[src/rtl/dbin_port_pkg.sv]
package dbin_port_pkg;
  localparam int ADDR_W = 2;
  typedef enum logic [ADDR_W-1:0] {
    REG_LEVEL = 2'd0,
    REG_PEND  = 2'd1,
    REG_MASK  = 2'd2,
    REG_NONE  = 2'd3
  } reg_sel_e;
endpackage

[src/rtl/dbin_sync.sv]
// Multi-stage synchroniser for one asynchronous bit.
module dbin_sync #(
  parameter int STAGES = 2
) (
  input  logic clk,
  input  logic rst_n,
  input  logic din,
  output logic dout
);
  logic [STAGES-1:0] stg_q;

  generate
    if (STAGES == 1) begin : g_one
      always_ff @(posedge clk or negedge rst_n)
        if (!rst_n) stg_q <= '0;
        else        stg_q <= din;
    end else begin : g_many
      always_ff @(posedge clk or negedge rst_n)
        if (!rst_n) stg_q <= '0;
        else        stg_q <= {stg_q[STAGES-2:0], din};
    end
  endgenerate

  assign dout = stg_q[STAGES-1];
endmodule

[src/rtl/dbin_tick.sv]
// Sample tick generator shared by all debouncers.
module dbin_tick #(
  parameter int TICK_DIV = 16
) (
  input  logic clk,
  input  logic rst_n,
  output logic tick
);
  generate
    if (TICK_DIV <= 1) begin : g_every
      assign tick = 1'b1;
    end else begin : g_div
      localparam int CW = $clog2(TICK_DIV);
      logic [CW-1:0] cnt_q;
      always_ff @(posedge clk or negedge rst_n)
        if (!rst_n)                         cnt_q <= '0;
        else if (cnt_q == CW'(TICK_DIV-1))  cnt_q <= '0;
        else                                cnt_q <= cnt_q + 1'b1;
      assign tick = (cnt_q == CW'(TICK_DIV-1));
    end
  endgenerate
endmodule

[src/rtl/dbin_debounce.sv]
// Accepts a new level after STABLE_TICKS consecutive differing ticks.
module dbin_debounce #(
  parameter int STABLE_TICKS = 4
) (
  input  logic clk,
  input  logic rst_n,
  input  logic tick,
  input  logic din,
  output logic dout
);
  localparam int CW = $clog2(STABLE_TICKS + 1);
  localparam logic [CW-1:0] LAST = CW'(STABLE_TICKS - 1);

  logic          level_q;
  logic [CW-1:0] run_q;

  always_ff @(posedge clk or negedge rst_n) begin
    if (!rst_n) begin
      level_q <= 1'b0;
      run_q   <= '0;
    end else if (tick) begin
      if (din == level_q) begin
        run_q <= '0;
      end else if (run_q == LAST) begin
        level_q <= din;
        run_q   <= '0;
      end else begin
        run_q <= run_q + 1'b1;
      end
    end
  end

  assign dout = level_q;
endmodule

[src/rtl/dbin_irq_regs.sv]
// Edge detection, enable mask and clear-on-read pending register.
module dbin_irq_regs
  import dbin_port_pkg::*;
#(
  parameter int NPINS = 4
) (
  input  logic              clk,
  input  logic              rst_n,
  input  logic [NPINS-1:0]  level,
  input  logic [ADDR_W-1:0] addr,
  input  logic              rd_en,
  input  logic              wr_en,
  input  logic [NPINS-1:0]  wdata,
  output logic [NPINS-1:0]  pend,
  output logic [NPINS-1:0]  mask,
  output logic              set_pulse,
  output logic              clr_pulse
);
  logic [NPINS-1:0] prev_q, pend_q, mask_q, rise, new_req;
  logic             rd_pend, wr_mask;

  assign rd_pend = rd_en && (addr == REG_PEND);
  assign wr_mask = wr_en && (addr == REG_MASK);
  assign rise    = level & ~prev_q;
  assign new_req = rise & mask_q;

  always_ff @(posedge clk or negedge rst_n)
    if (!rst_n) prev_q <= '0;
    else        prev_q <= level;

  always_ff @(posedge clk or negedge rst_n)
    if (!rst_n)       mask_q <= '0;
    else if (wr_mask) mask_q <= wdata;

  // New requests win over the clearing read in the same cycle.
  always_ff @(posedge clk or negedge rst_n)
    if (!rst_n) pend_q <= '0;
    else        pend_q <= (rd_pend ? '0 : pend_q) | new_req;

  assign pend      = pend_q;
  assign mask      = mask_q;
  assign set_pulse = |new_req;
  assign clr_pulse = rd_pend;
endmodule

[src/rtl/dbin_port.sv]
module dbin_port
  import dbin_port_pkg::*;
#(
  parameter int NPINS        = 4,
  parameter int SYNC_STAGES  = 2,
  parameter int STABLE_TICKS = 4,
  parameter int TICK_DIV     = 16
) (
  input  logic             clk,
  input  logic             rst_n,
  input  logic [NPINS-1:0] pins_in,
  input  logic [1:0]       addr,
  input  logic             rd_en,
  input  logic             wr_en,
  input  logic [NPINS-1:0] wdata,
  output logic [NPINS-1:0] rdata,
  output logic             irq_set,
  output logic             irq_clr,
  output logic             count_src
);
  logic             tick;
  logic [NPINS-1:0] synced, level, pend_w, mask_w;

  dbin_tick #(.TICK_DIV(TICK_DIV)) u_tick (
    .clk(clk), .rst_n(rst_n), .tick(tick)
  );

  generate
    for (genvar i = 0; i < NPINS; i++) begin : g_pin
      dbin_sync #(.STAGES(SYNC_STAGES)) u_sync (
        .clk(clk), .rst_n(rst_n), .din(pins_in[i]), .dout(synced[i])
      );
      dbin_debounce #(.STABLE_TICKS(STABLE_TICKS)) u_deb (
        .clk(clk), .rst_n(rst_n), .tick(tick), .din(synced[i]), .dout(level[i])
      );
    end
  endgenerate

  dbin_irq_regs #(.NPINS(NPINS)) u_regs (
    .clk(clk), .rst_n(rst_n), .level(level), .addr(addr),
    .rd_en(rd_en), .wr_en(wr_en), .wdata(wdata),
    .pend(pend_w), .mask(mask_w),
    .set_pulse(irq_set), .clr_pulse(irq_clr)
  );

  always_comb begin
    case (addr)
      REG_LEVEL: rdata = level;
      REG_PEND:  rdata = pend_w;
      REG_MASK:  rdata = mask_w;
      default:   rdata = '0;
    endcase
  end

  assign count_src = level[NPINS-1];
endmodule

[config.mk]
export PLATFORM = sky130hd
export DESIGN_NAME = dbin_port
export DESIGN_NICKNAME = d
export VERILOG_FILES = /design/src/rtl/dbin_port_pkg.sv /design/src/rtl/dbin_sync.sv /design/src/rtl/dbin_tick.sv /design/src/rtl/dbin_debounce.sv /design/src/rtl/dbin_irq_regs.sv /design/src/rtl/dbin_port.sv
export SDC_FILE = /design/constraint.sdc
export NUM_CORES = 1
export LEC_CHECK = 0
export ABC_CLOCK_PERIOD_IN_PS = 1800
export BUFFER_PORTS_ARGS = -buffer_cell sky130_fd_sc_hd__buf_2
export CELL_PAD_IN_SITES_DETAIL_PLACEMENT = 1
export CELL_PAD_IN_SITES_GLOBAL_PLACEMENT = 1
export CORE_MARGIN = 2
export CORE_UTILIZATION = 40
export DETAILED_ROUTE_END_ITERATION = 16
export GPL_TIMING_DRIVEN = 0
export PLACE_DENSITY = 0.82
export SYNTH_ARGS = -nofsm -noshare
export SYNTH_HDL_FRONTEND = slang
export SYNTH_SLANG_ARGS = --single-unit
export TNS_END_PERCENT = 5
[constraint.sdc]
create_clock -name clk -period 1.8 [get_ports clk]
set_clock_uncertainty 0.2 [all_clocks]
set_input_delay 0 -clock clk [delete_from_list [all_inputs] [get_ports clk]]
set_output_delay 0 -clock clk [all_outputs]
set_load 0.05 [all_outputs]
==> metrics.md, run 1 <==
| Metric | Value |
|---|---|
| HP Class | `in2reg` |
| Fraction of final layout cells sized beyond drive strength 1 | `22.5%` |
| Share of total power in combinational logic | `10.1%` |
| Summed instance area of the synthesized netlist | `1630 µm²` |
| First-pass iteration count of the detailed router | `2` |
| Number of pins exceeding their max-slew limit in the final report | `0` |
| Post-CTS Repair Setup Buffers | `0` |
| Diodes inserted | `0` |
| Overall global routing resource usage | `17.1%` |
| Top post-synthesis cells by count | `dfrtp_1 (40), nand2_1 (18), o21ai_0 (13), nand3_1 (8), mux2_2 (7)` |
| DP HPWL | `2330 µm` |
| Wire length per cell | `14.8 µm` |
| H-tree levels | `2` |
| Number of antenna violations at the first check in global routing | `0` |
| Max Freq | `581 MHz` |
| Share of Yosys cell area claimed by the top area cell type | `61.3%` |
| Required time at the worst-slack endpoint | `1.79 ns` |
| Clock tree root buffer cell | `clkbuf_8` |
| Total overflow reported by the global router | `0` |
| Maximum number of pins on one net before global-route repair | `41` |
| Post-Synthesis Cells | `136` |
| Total number of clock tree sinks | `40` |
| Biggest area consumer among synthesized cells | `dfrtp_1` |
| Post-route setup TNS | `0 ns` |
| RD Place Congestion | `0.714` |
| Global-route wire length before repair | `5490 µm` |
| Cell-internal power | `1.33 mW` |
| Register-to-register setup slack | `0.08 ns` |
| Total CTS buffers | `5` |
| Final min period | `1.72 ns` |
| Via count | `1125` |
| Count of routing violations after the opening detailed-route iteration | `31` |
| Delay contributed by the slowest stage of the critical path | `0.43 ns` |
| Tightest Pin Transition | `0.866 ns` |
| Placeable core region | `3970 µm²` |
| Cell with the largest stage delay on the worst path | `dfrtp_1` |
| Count of synthesis-stage warnings from yosys | `0` |
| Max-Cap Viols | `0` |
| Sequential fraction of the synthesis area | `61.3%` |
| Number of hold-slack violations in the final timing report | `0` |
| Proportion of power drawn by flip-flops and latches | `55.5%` |
| Clock Power Share | `34.5%` |
| Routed Wire Length | `3290 µm` |
| Switching component of the power | `0.425 mW` |
| Async S/R FF share, synth | `100%` |
| Die Width | `67.9 µm` |
| Worst EP arrival | `1.71 ns` |
| Vias per std cell | `5.04` |
| Number of distinct library cells after synthesis | `24` |
| Kind of end point of the critical path | `flip-flop` |
| Per-instance average area after synthesis | `12.0 µm²` |
| Vias in the first global route | `1221` |
| Period Utilization, post-route | `95.6%` |
| Worst-Skew Late Latency | `0.30 ns` |
| Run status | `completed` |
| Worst setup SP type | `flip-flop` |
| Cells traversed along the worst timing path | `ha_4, and3_1, buf_6, and3_4, mux2_4` |
| P per Cell Area | `877 nW/µm²` |
| Ys flop type | `dfrtp_1` |
| I/O pin count | `21` |
| Leading post-synthesis cells by cell area | `dfrtp_1 (61%), mux2_2 (4.8%), nand2_1 (4.1%)` |
| Clock tree from TritonCTS | `done` |
| Starting utilization of the core area | `41.1%` |
| Total Nets Final | `191` |
| Max rail drop VDD | `0.472 mV` |
| Sw Share | `24.2%` |
| Synth-to-Final Area Change | `22.4%` |
| Die ar. | `4610 µm²` |
| Count of port buffers added during placement | `19` |
| Library cell with the highest instance count after synthesis | `dfrtp_1` |
| Reported leakage power | `0.977 nW` |
| Unrepaired setup endpoints after global routing | `false` |
| CP max FO | `9` |
| DRT antenna net count | `0` |
| Family with the most delay on the worst path | `flip-flops` |
| Sum of buffers and inverters on the critical path | `1` |
| # setup viols final | `0` |
| Count of state elements after synthesis | `40` |
| Synthesized net count | `155` |
| Crit Path Class | `reg2reg` |
| Maximum buffer depth of the clock tree | `2` |
| Die Ht | `67.9 µm` |
| Row cnt | `23` |
| Number of flops mapped to enable cells by yosys | `0` |
| Clock slew at reported path FFs | `0.08 ns` |
| Core Util, Final | `50.3%` |
| Slew Limit Headroom | `42.2%` |
| DRC errors left | `0` |
## final timing paths
kind                                                          from                            endpoint  depth (start not counted)
worst max register to register     u_tick.g_div.cnt_q[0]$_DFF_PN0_     g_pin[2].u_deb.dout$_DFFE_PN0P_                          5
worst min register to register  g_pin[2].u_sync.stg_q[0]$_DFF_PN0_  g_pin[2].u_sync.stg_q[1]$_DFF_PN0_                          0
min in group asynchronous                                    rst_n          u_regs.mask[2]$_DFFE_PN0P_                          2
max in group asynchronous                                    rst_n  g_pin[1].u_sync.stg_q[1]$_DFF_PN0_                          2
worst max-delay path               u_tick.g_div.cnt_q[0]$_DFF_PN0_     g_pin[2].u_deb.dout$_DFFE_PN0P_                          5
worst min-delay path                                       addr[0]            u_regs.pend[2]$_DFF_PN0_                          4
## worst reg2reg max path, cell delays in order, from the launching register on
cell and delay [ns]:
dfrtp_1 0.43, ha_4 0.20, and3_1 0.18, buf_6 0.14
and3_4 0.18, mux2_4 0.28
## logic make-up after synthesis
| logic type | Yosys count | share of synthesized area (%) |
|---|---|---|
| compound gates | 20 | 7.04 |
| xor+xnor | 5 | 2.68 |
| fa+ha+maj | 5 | 3.83 |
| buf+inv | 6 | 1.99 |
| flops | 40 | 61.3 |
| mux | 12 | 8.19 |
| simple gates | 48 | 15.0 |
## sequential cells by signal (all words and copies together), names as in the netlist
signal,flops
u_regs.pend,4
u_regs.prev_q,4
u_regs.mask,4
g_pin.u_deb.dout,4
g_pin.u_sync.stg_q,8
g_pin.u_deb.run_q,12
u_tick.g_div.cnt_q,4
## cell type report
class                   instances  area, µm²
inverters                       3       11.3
fillers                       440       1970
flip-flops and latches         40       1000
repair buffers                 29        195
multi-input cells              90        618
clock buffers                   8       90.1
plain buffers                   3       21.3
well taps                      50       62.6
## cell usage in the layout, fill, tap and decap left out, types with 6 or more instances in the layout
cell           Yosys  routed
clkbuf_8           0       6
nand2b_1           6       6
o21ai_0           13      12
dlygate4sd3_1      0      10
dfrtp_1           40      40
nand3_1            8       7
buf_2              2      21
nand3b_1           6       6
mux2_2             7       7
nand2_1           18      18
## stage by stage
| step | power (mW) | std cells | worst slack, ns | hold WS (ns) | area (µm²) |
|---|---|---|---|---|---|
| floorplan | 1.08 | 136 | 0.0492 | -0.496 | 1630 |
| global placement | 1.14 | 205 | 0.0534 | -0.0918 | 1790 |
| detailed placement | 1.15 | 205 | 0.0170 | -0.0906 | 1790 |
| CTS | 1.79 | 223 | 0.0111 | 0.00263 | 1980 |
| global route | 1.84 | 223 | 0.0309 | 0.0241 | 2000 |
| finish | 1.75 | 223 | 0.0793 | 0.0119 | 2000 |
## power groups by stage
| stage | logic [mW] | registers, mW | clock network, mW |
|---|---|---|---|
| floorplan | 0.103 | 0.981 | 0 |
| global placement | 0.153 | 0.984 | 0 |
| detailed placement | 0.162 | 0.990 | 0 |
| CTS | 0.181 | 0.972 | 0.632 |
| global route | 0.196 | 0.979 | 0.665 |
| finish | 0.177 | 0.972 | 0.604 |
## timing repair
| action | in CTS | in global routing |
|---|---|---|
| gates resized for setup | 0 | 3 |
| hold endpoints to repair | 52 | 0 |
| hold buffers | 10 | 0 |
| setup endpoints to repair | 0 | 7 |
## metal layers
| metal | vias up | share of wire [%] | GRT usage [%] |
|---|---|---|---|
| li1 | 531 | - | - |
| met2 | 28 | 51 | 29.8 |
| met5 | - | 0 | 0 |
| met3 | 11 | 4.2 | 4.44 |
| met1 | 555 | 41 | 17.6 |
| met4 | 0 | 3.8 | 13.0 |
No activity file was read; power rests on OpenSTA's default activity.
==> run 2: changes to the inputs <==
- GPL_TIMING_DRIVEN: 0 -> not set
==> run 2 against run 1 <==
Compared with the run above: non-clock buffer count grew 2; sequential power is essentially flat; largest cell class unchanged; routed wire length grew 5.5%; critical endpoint unchanged; clock power shrank 8.9%; fmax grew 3.4%; via count grew 1.5%; global-route usage shrank 0.34 points; critical path depth shrank 1; sequential cell count is the same; highest routed layer unchanged.
==> metrics.md, run 2 (synthesis results as in run 1) <==
| Metric | Value |
|---|---|
| Run status | `completed` |
| DP HPWL | `2560 µm (+10%)` |
| Die ar. | `4610 µm² (unchanged)` |
| Core Util, Final | `50.4% (about the same)` |
| Number of hold-slack violations in the final timing report | `0 (unchanged)` |
| Total overflow reported by the global router | `0 (unchanged)` |
| Post-CTS Repair Setup Buffers | `0 (unchanged)` |
| Count of port buffers added during placement | `20 (+1)` |
| Count of routing violations after the opening detailed-route iteration | `21 (-32%)` |
| Wire length per cell | `15.5 µm (+5.0%)` |
| Max Freq | `601 MHz (+3.4%)` |
| DRC errors left | `0 (unchanged)` |
| Maximum number of pins on one net before global-route repair | `41 (unchanged)` |
| Period Utilization, post-route | `92.4% (-3.2 points)` |
| Vias in the first global route | `1211 (-0.82%)` |
| Area of combinational cells with multiple inputs | `606 µm² (-2.0%)` |
| Placeable core region | `3970 µm² (unchanged)` |
| Number of flip-flops in the largest register | `12 (unchanged)` |
| Total Nets Final | `193 (+1.0%)` |
| H-tree levels | `2 (unchanged)` |
| Kind of end point of the critical path | `flip-flop` |
| # setup viols final | `0 (unchanged)` |
| Synth-to-Final Area Change | `22.4% (about the same)` |
| Worst setup SP type | `flip-flop` |
| Die Width | `67.9 µm (unchanged)` |
| Slew Limit Headroom | `76.6% (+34 points)` |
| I/O pin count | `21 (unchanged)` |
| CP max FO | `4 (-5)` |
| Clock tree from TritonCTS | `done` |
| Crit Path Class | `reg2reg` |
| Die Ht | `67.9 µm (unchanged)` |
| Worst-Skew Late Latency | `0.29 ns (about the same)` |
| Maximum buffer depth of the clock tree | `2 (unchanged)` |
| Reported leakage power | `0.986 nW (+0.96%)` |
| Overall global routing resource usage | `16.8% (-0.34 points)` |
| Area occupied by registers | `1000 µm² (unchanged)` |
| Required time at the worst-slack endpoint | `1.77 ns (-0.02 ns)` |
| Vias per std cell | `5.10 (+1.1%)` |
| Largest registers in the final layout | `g_pin.u_deb.run_q x12, g_pin.u_sync.stg_q x8` |
| Fillers | `446 (+1.4%)` |
| Max-Cap Viols | `0 (unchanged)` |
| Register with the highest flop count | `g_pin.u_deb.run_q` |
| DRT antenna net count | `0 (unchanged)` |
| Clock slew at reported path FFs | `0.07 ns (about the same)` |
| Diodes inserted | `0 (unchanged)` |
| Total CTS buffers | `5 (unchanged)` |
| Post-route setup TNS | `0 ns (unchanged)` |
| Final min period | `1.66 ns (-0.0568 ns)` |
| Worst EP arrival | `1.64 ns (-0.07 ns)` |
| Global-route wire length before repair | `5580 µm (+1.6%)` |
| Max rail drop VDD | `0.594 mV (+26%)` |
| HP Class | `in2async` |
| Fraction of final layout cells sized beyond drive strength 1 | `23.0% (+0.45 points)` |
| Highest-count cells in the layout ignoring fill and taps | `dfrtp_1 (40), buf_2 (20), nand2_1 (18)` |
| Worst hold slack | `0.00580 ns (-0.00609 ns)` |
| Tightest Pin Transition | `0.350 ns (-0.516 ns)` |
| Row cnt | `23 (unchanged)` |
| Unrepaired setup endpoints after global routing | `false` |
| P per Cell Area | `855 nW/µm² (-2.4%)` |
| Number of pins exceeding their max-slew limit in the final report | `0 (unchanged)` |
| Starting utilization of the core area | `41.1% (unchanged)` |
| Clock tree root buffer cell | `clkbuf_8` |
| RD Place Congestion | `0.726 (+1.6%)` |
| Number of antenna violations at the first check in global routing | `0 (unchanged)` |
| Routed Wire Length | `3470 µm (+5.5%)` |
| First-pass iteration count of the detailed router | `2 (unchanged)` |
| Via count | `1142 (+1.5%)` |
| Most common cell after layout, fill and taps aside | `dfrtp_1` |
| Total number of clock tree sinks | `40 (unchanged)` |
-- run 2: what timing repair did --
action	in CTS	in global routing
setup endpoints to repair	0	1
hold buffers	10	0
resized for setup	0	1
hold endpoints to repair	51	0
-- run 2: critical path, cell delays in order (launching register included) --
cell,delay (ns)
dfrtp_1,0.41
ha_1,0.27
and3_1,0.21
and3_4,0.18
mux2_4,0.29
-- run 2: report_power, final --
part / internal (mW) / total, mW / switching, mW
sequential: 0.942 / 0.973 / 0.0317
clock: 0.263 / 0.550 / 0.286
combinational: 0.0796 / 0.188 / 0.109
total: 1.28 / 1.71 / 0.427
-- run 2: routing by layer --
metal	vias to the layer above	wire (µm)	track usage, %
met5	-	0	0
met4	0	30	4.50
met3	4	116	4.44
met2	22	1910	33.6
met1	577	1420	16.9
li1	539	-	-
-- run 2: final timing paths --
kind                       depth (start not counted)  slack, ns                                 end                               start
max in group asynchronous                          3       1.20     u_tick.g_div.cnt_q[0]$_DFF_PN0_                               rst_n
hold / removal                                     3      0.006            u_regs.pend[2]$_DFF_PN0_                               rst_n
setup reg to reg                                   4       0.14     g_pin[2].u_deb.dout$_DFFE_PN0P_     u_tick.g_div.cnt_q[0]$_DFF_PN0_
setup / recovery                                   4       0.14     g_pin[2].u_deb.dout$_DFFE_PN0P_     u_tick.g_div.cnt_q[0]$_DFF_PN0_
min in group clk                                   4       0.02            u_regs.pend[0]$_DFF_PN0_                             addr[0]
hold reg to reg                                    0       0.15  g_pin[3].u_sync.stg_q[1]$_DFF_PN0_  g_pin[3].u_sync.stg_q[0]$_DFF_PN0_
-- run 2: layout make-up --
type	instances	area share (%)
flip-flops and latches	40	50.0
clock inverters	1	0.250
repair buffers	34	12.1
well taps	50	3.13
multi-input cells	90	30.3
inverters	3	0.563
clock buffers	6	3.63
-- run 2: metrics by stage --
stage	area (µm²)	total power [mW]	worst slack, ns	std cells
global route	2000	1.79	0.0590	224
detailed placement	1820	1.16	0.115	207
global placement	1820	1.14	0.184	207
CTS	2000	1.73	0.111	224
finish	2000	1.71	0.136	224
floorplan	1630	1.08	0.0492	136
==> run 3: changes to the inputs <==
- ABC_AREA: not set -> 0
- ABC_CLOCK_PERIOD_IN_PS: 1800 -> 1500
- clock period: 1.8 -> 1.5 ns (I/O delays scaled with it)
==> run 3 against run 2 <==
Compared with the run above: the flow now finishes with violations (setup timing); routed wire length rose by 7.3%; sequential power rose by 20%; critical path depth unchanged; largest power group unchanged.
==> metrics.md, run 3 (synthesis results as in run 1) <==
| Metric | Value |
|---|---|
| Run status | `complete, but fails checks` |
| Failing checks | `setup timing` |
| Fillers | `409 (-8.3%)` |
| Clock slew at reported path FFs | `0.07 ns (about the same)` |
| Total number of clock tree sinks | `40 (unchanged)` |
| Period Utilization, post-route | `104% (+11 points)` |
| Row cnt | `23 (unchanged)` |
| Max-Cap Viols | `0 (unchanged)` |
| Delay contributed by the slowest stage of the critical path | `0.41 ns (about the same)` |
| Total non-filler cell area in the finished layout | `2190 µm² (+9.5%)` |
| Die Ht | `67.9 µm (unchanged)` |
| Slew Limit Headroom | `79.7% (+3.1 points)` |
| Placeable core region | `3970 µm² (unchanged)` |
| Number of antenna violations at the first check in global routing | `0 (unchanged)` |
| Crit Path Class | `reg2reg` |
| H-tree levels | `2 (unchanged)` |
| I/O pin count | `21 (unchanged)` |
| Cell with the largest stage delay on the worst path | `dfrtp_1` |
| Count of routing violations after the opening detailed-route iteration | `29 (+38%)` |
| Largest registers in the final layout | `g_pin.u_deb.run_q x12, g_pin.u_sync.stg_q x8` |
| Diodes inserted | `0 (unchanged)` |
| DP HPWL | `2500 µm (-2.5%)` |
| P per Cell Area | `982 nW/µm² (+15%)` |
| Maximum buffer depth of the clock tree | `2 (unchanged)` |
| Max Freq | `643 MHz (+6.9%)` |
| Routed Wire Length | `3730 µm (+7.3%)` |
| Final min period | `1.56 ns (-0.108 ns)` |
| Synth-to-Final Area Change | `34.1%` |
| Kind of end point of the critical path | `flip-flop` |
| Global-route wire length before repair | `6060 µm (+8.5%)` |
| Worst-Skew Late Latency | `0.29 ns (about the same)` |
| Max rail drop VDD | `0.466 mV (-22%)` |
| Overall Power | `2.15 mW (+26%)` |
| Vias per std cell | `4.97 (-2.6%)` |
| Most common cell after layout, fill and taps aside | `dfrtp_1` |
| Via count | `1172 (+2.6%)` |
| Cell occurring most often along the worst timing path | `and3_4` |
| Overall global routing resource usage | `18.5% (+1.7 points)` |
| CP max FO | `3 (-1)` |
| Register with the highest flop count | `g_pin.u_deb.run_q` |
| Tightest Pin Transition | `0.304 ns (-0.0459 ns)` |
| Required time at the worst-slack endpoint | `1.47 ns (-0.30 ns)` |
| Core Util, Final | `55.2% (+4.8 points)` |
| # setup viols final | `4 (+4)` |
| Clock tree from TritonCTS | `done` |
| Total CTS buffers | `5 (unchanged)` |
| RD Place Congestion | `0.712 (-1.9%)` |
| Total overflow reported by the global router | `0 (unchanged)` |
| Placed cell count | `212 (+2.4%)` |
| DRT antenna net count | `0 (unchanged)` |
| Clock tree root buffer cell | `clkbuf_8` |
| Highest-count cells in the layout ignoring fill and taps | `dfrtp_1 (37), buf_2 (18), nand2_1 (17)` |
| Number of flip-flops in the largest register | `12 (unchanged)` |
| Unrepaired setup endpoints after global routing | `true` |
| Wire length per cell | `15.8 µm (+1.8%)` |
| Starting utilization of the core area | `41.1% (unchanged)` |
| Total Nets Final | `205 (+6.2%)` |
| Die Width | `67.9 µm (unchanged)` |
| HP Class | `in2reg` |
| Die ar. | `4610 µm² (unchanged)` |
| Worst setup SP type | `flip-flop` |
| First-pass iteration count of the detailed router | `4 (+2)` |
| Fraction of final layout cells sized beyond drive strength 1 | `33.3% (+10 points)` |
| Worst EP arrival | `1.53 ns (-0.11 ns)` |
| Number of hold-slack violations in the final timing report | `0 (unchanged)` |
| Maximum number of pins on one net before global-route repair | `21 (-49%)` |
| Vias in the first global route | `1307 (+7.9%)` |
| DRC errors left | `0 (unchanged)` |
| Number of pins exceeding their max-slew limit in the final report | `0 (unchanged)` |
| Reported leakage power | `1.05 nW (+6.9%)` |
| Count of port buffers added during placement | `20 (unchanged)` |
| Non-Filler Instances | `236 (+5.4%)` |
| Cells traversed along the worst timing path | `ha_4, and3_4, and3_4, mux2_4` |
| Worst setup margin | `-0.0559 ns (-0.192 ns)` |
| Cell area reported after detailed placement | `1840 µm² (+1.4%)` |
==> run 3: area by class of cell <==
| class | instances | area (µm²) | share of cell area, % |
|---|---|---|---|
| multi-input cells | 90 | 669 | 30.6 |
| clock buffers | 7 | 96.3 | 4.40 |
| inverters | 3 | 11.3 | 0.514 |
| well taps | 50 | 62.6 | 2.86 |
| flip-flops and latches | 40 | 1000 | 45.9 |
| repair buffers | 46 | 347 | 15.8 |
==> run 3: where the power goes <==
group / leakage (nW) / switching [mW] / internal [mW]
Clock: 0.0503 / 0.348 / 0.409
Combinational: 0.492 / 0.130 / 0.0974
Sequential: 0.512 / 0.0374 / 1.13
Total: 1.05 / 0.515 / 1.64
==> run 3: path summary, 6_finish.rpt <==
kind / from / endpoint / slack, ns / cells after the start
setup / recovery: u_tick.g_div.cnt_q[1]$_DFF_PN0_ / g_pin[2].u_deb.dout$_DFFE_PN0P_ / -0.06 / 4
hold / removal: addr[0] / u_regs.pend[0]$_DFF_PN0_ / 0.008 / 4
setup reg to reg: u_tick.g_div.cnt_q[1]$_DFF_PN0_ / g_pin[2].u_deb.dout$_DFFE_PN0P_ / -0.06 / 4
hold reg to reg: g_pin[0].u_sync.stg_q[0]$_DFF_PN0_ / g_pin[0].u_sync.stg_q[1]$_DFF_PN0_ / 0.16 / 0
max in group asynchronous: rst_n / g_pin[1].u_deb.dout$_DFFE_PN0P_ / 0.16 / 4
min in group asynchronous: rst_n / u_tick.g_div.cnt_q[1]$_DFF_PN0_ / 0.48 / 3
==> run 3: timing repair <==
action                                  in CTS  in global routing
hold buffers                                11                  0
gates cloned                                 1                  0
endpoints found under the setup margin       6                 39
setup buffers                                4                  1
hold endpoints to repair                    51                  0
gates resized for setup                     19                 14
pin swaps                                    4                  1
==> run 3: critical path: cells and delay by family, from the launching register on <==
kind	cells	cell delay (ns)
muxes	1	0.29
adders and majority gates	1	0.19
DFF	1	0.41
and+or+nand+nor	2	0.35
==> run 3: routing by layer <==
| metal | part of all wire [%] | GRT usage, % |
|---|---|---|
| met5 | 0 | 0 |
| met4 | 0.81 | 4.50 |
| met3 | 3.8 | 4.93 |
| met2 | 56 | 35.5 |
| met1 | 39 | 20.0 |
==> run 3: stage by stage <==
step | setup TNS (ns) | setup WS [ns] | hold slack, ns
2_1_floorplan | -0.994 | -0.246 | -0.496
3_3_place_gp | -0.186 | -0.0514 | -0.240
3_5_place_dp | -0.458 | -0.108 | -0.227
4_1_cts | -0.114 | -0.0506 | 0.0142
5_1_grt | -0.514 | -0.0819 | 0.0435
6_report | -0.106 | -0.0559 | 0.00831
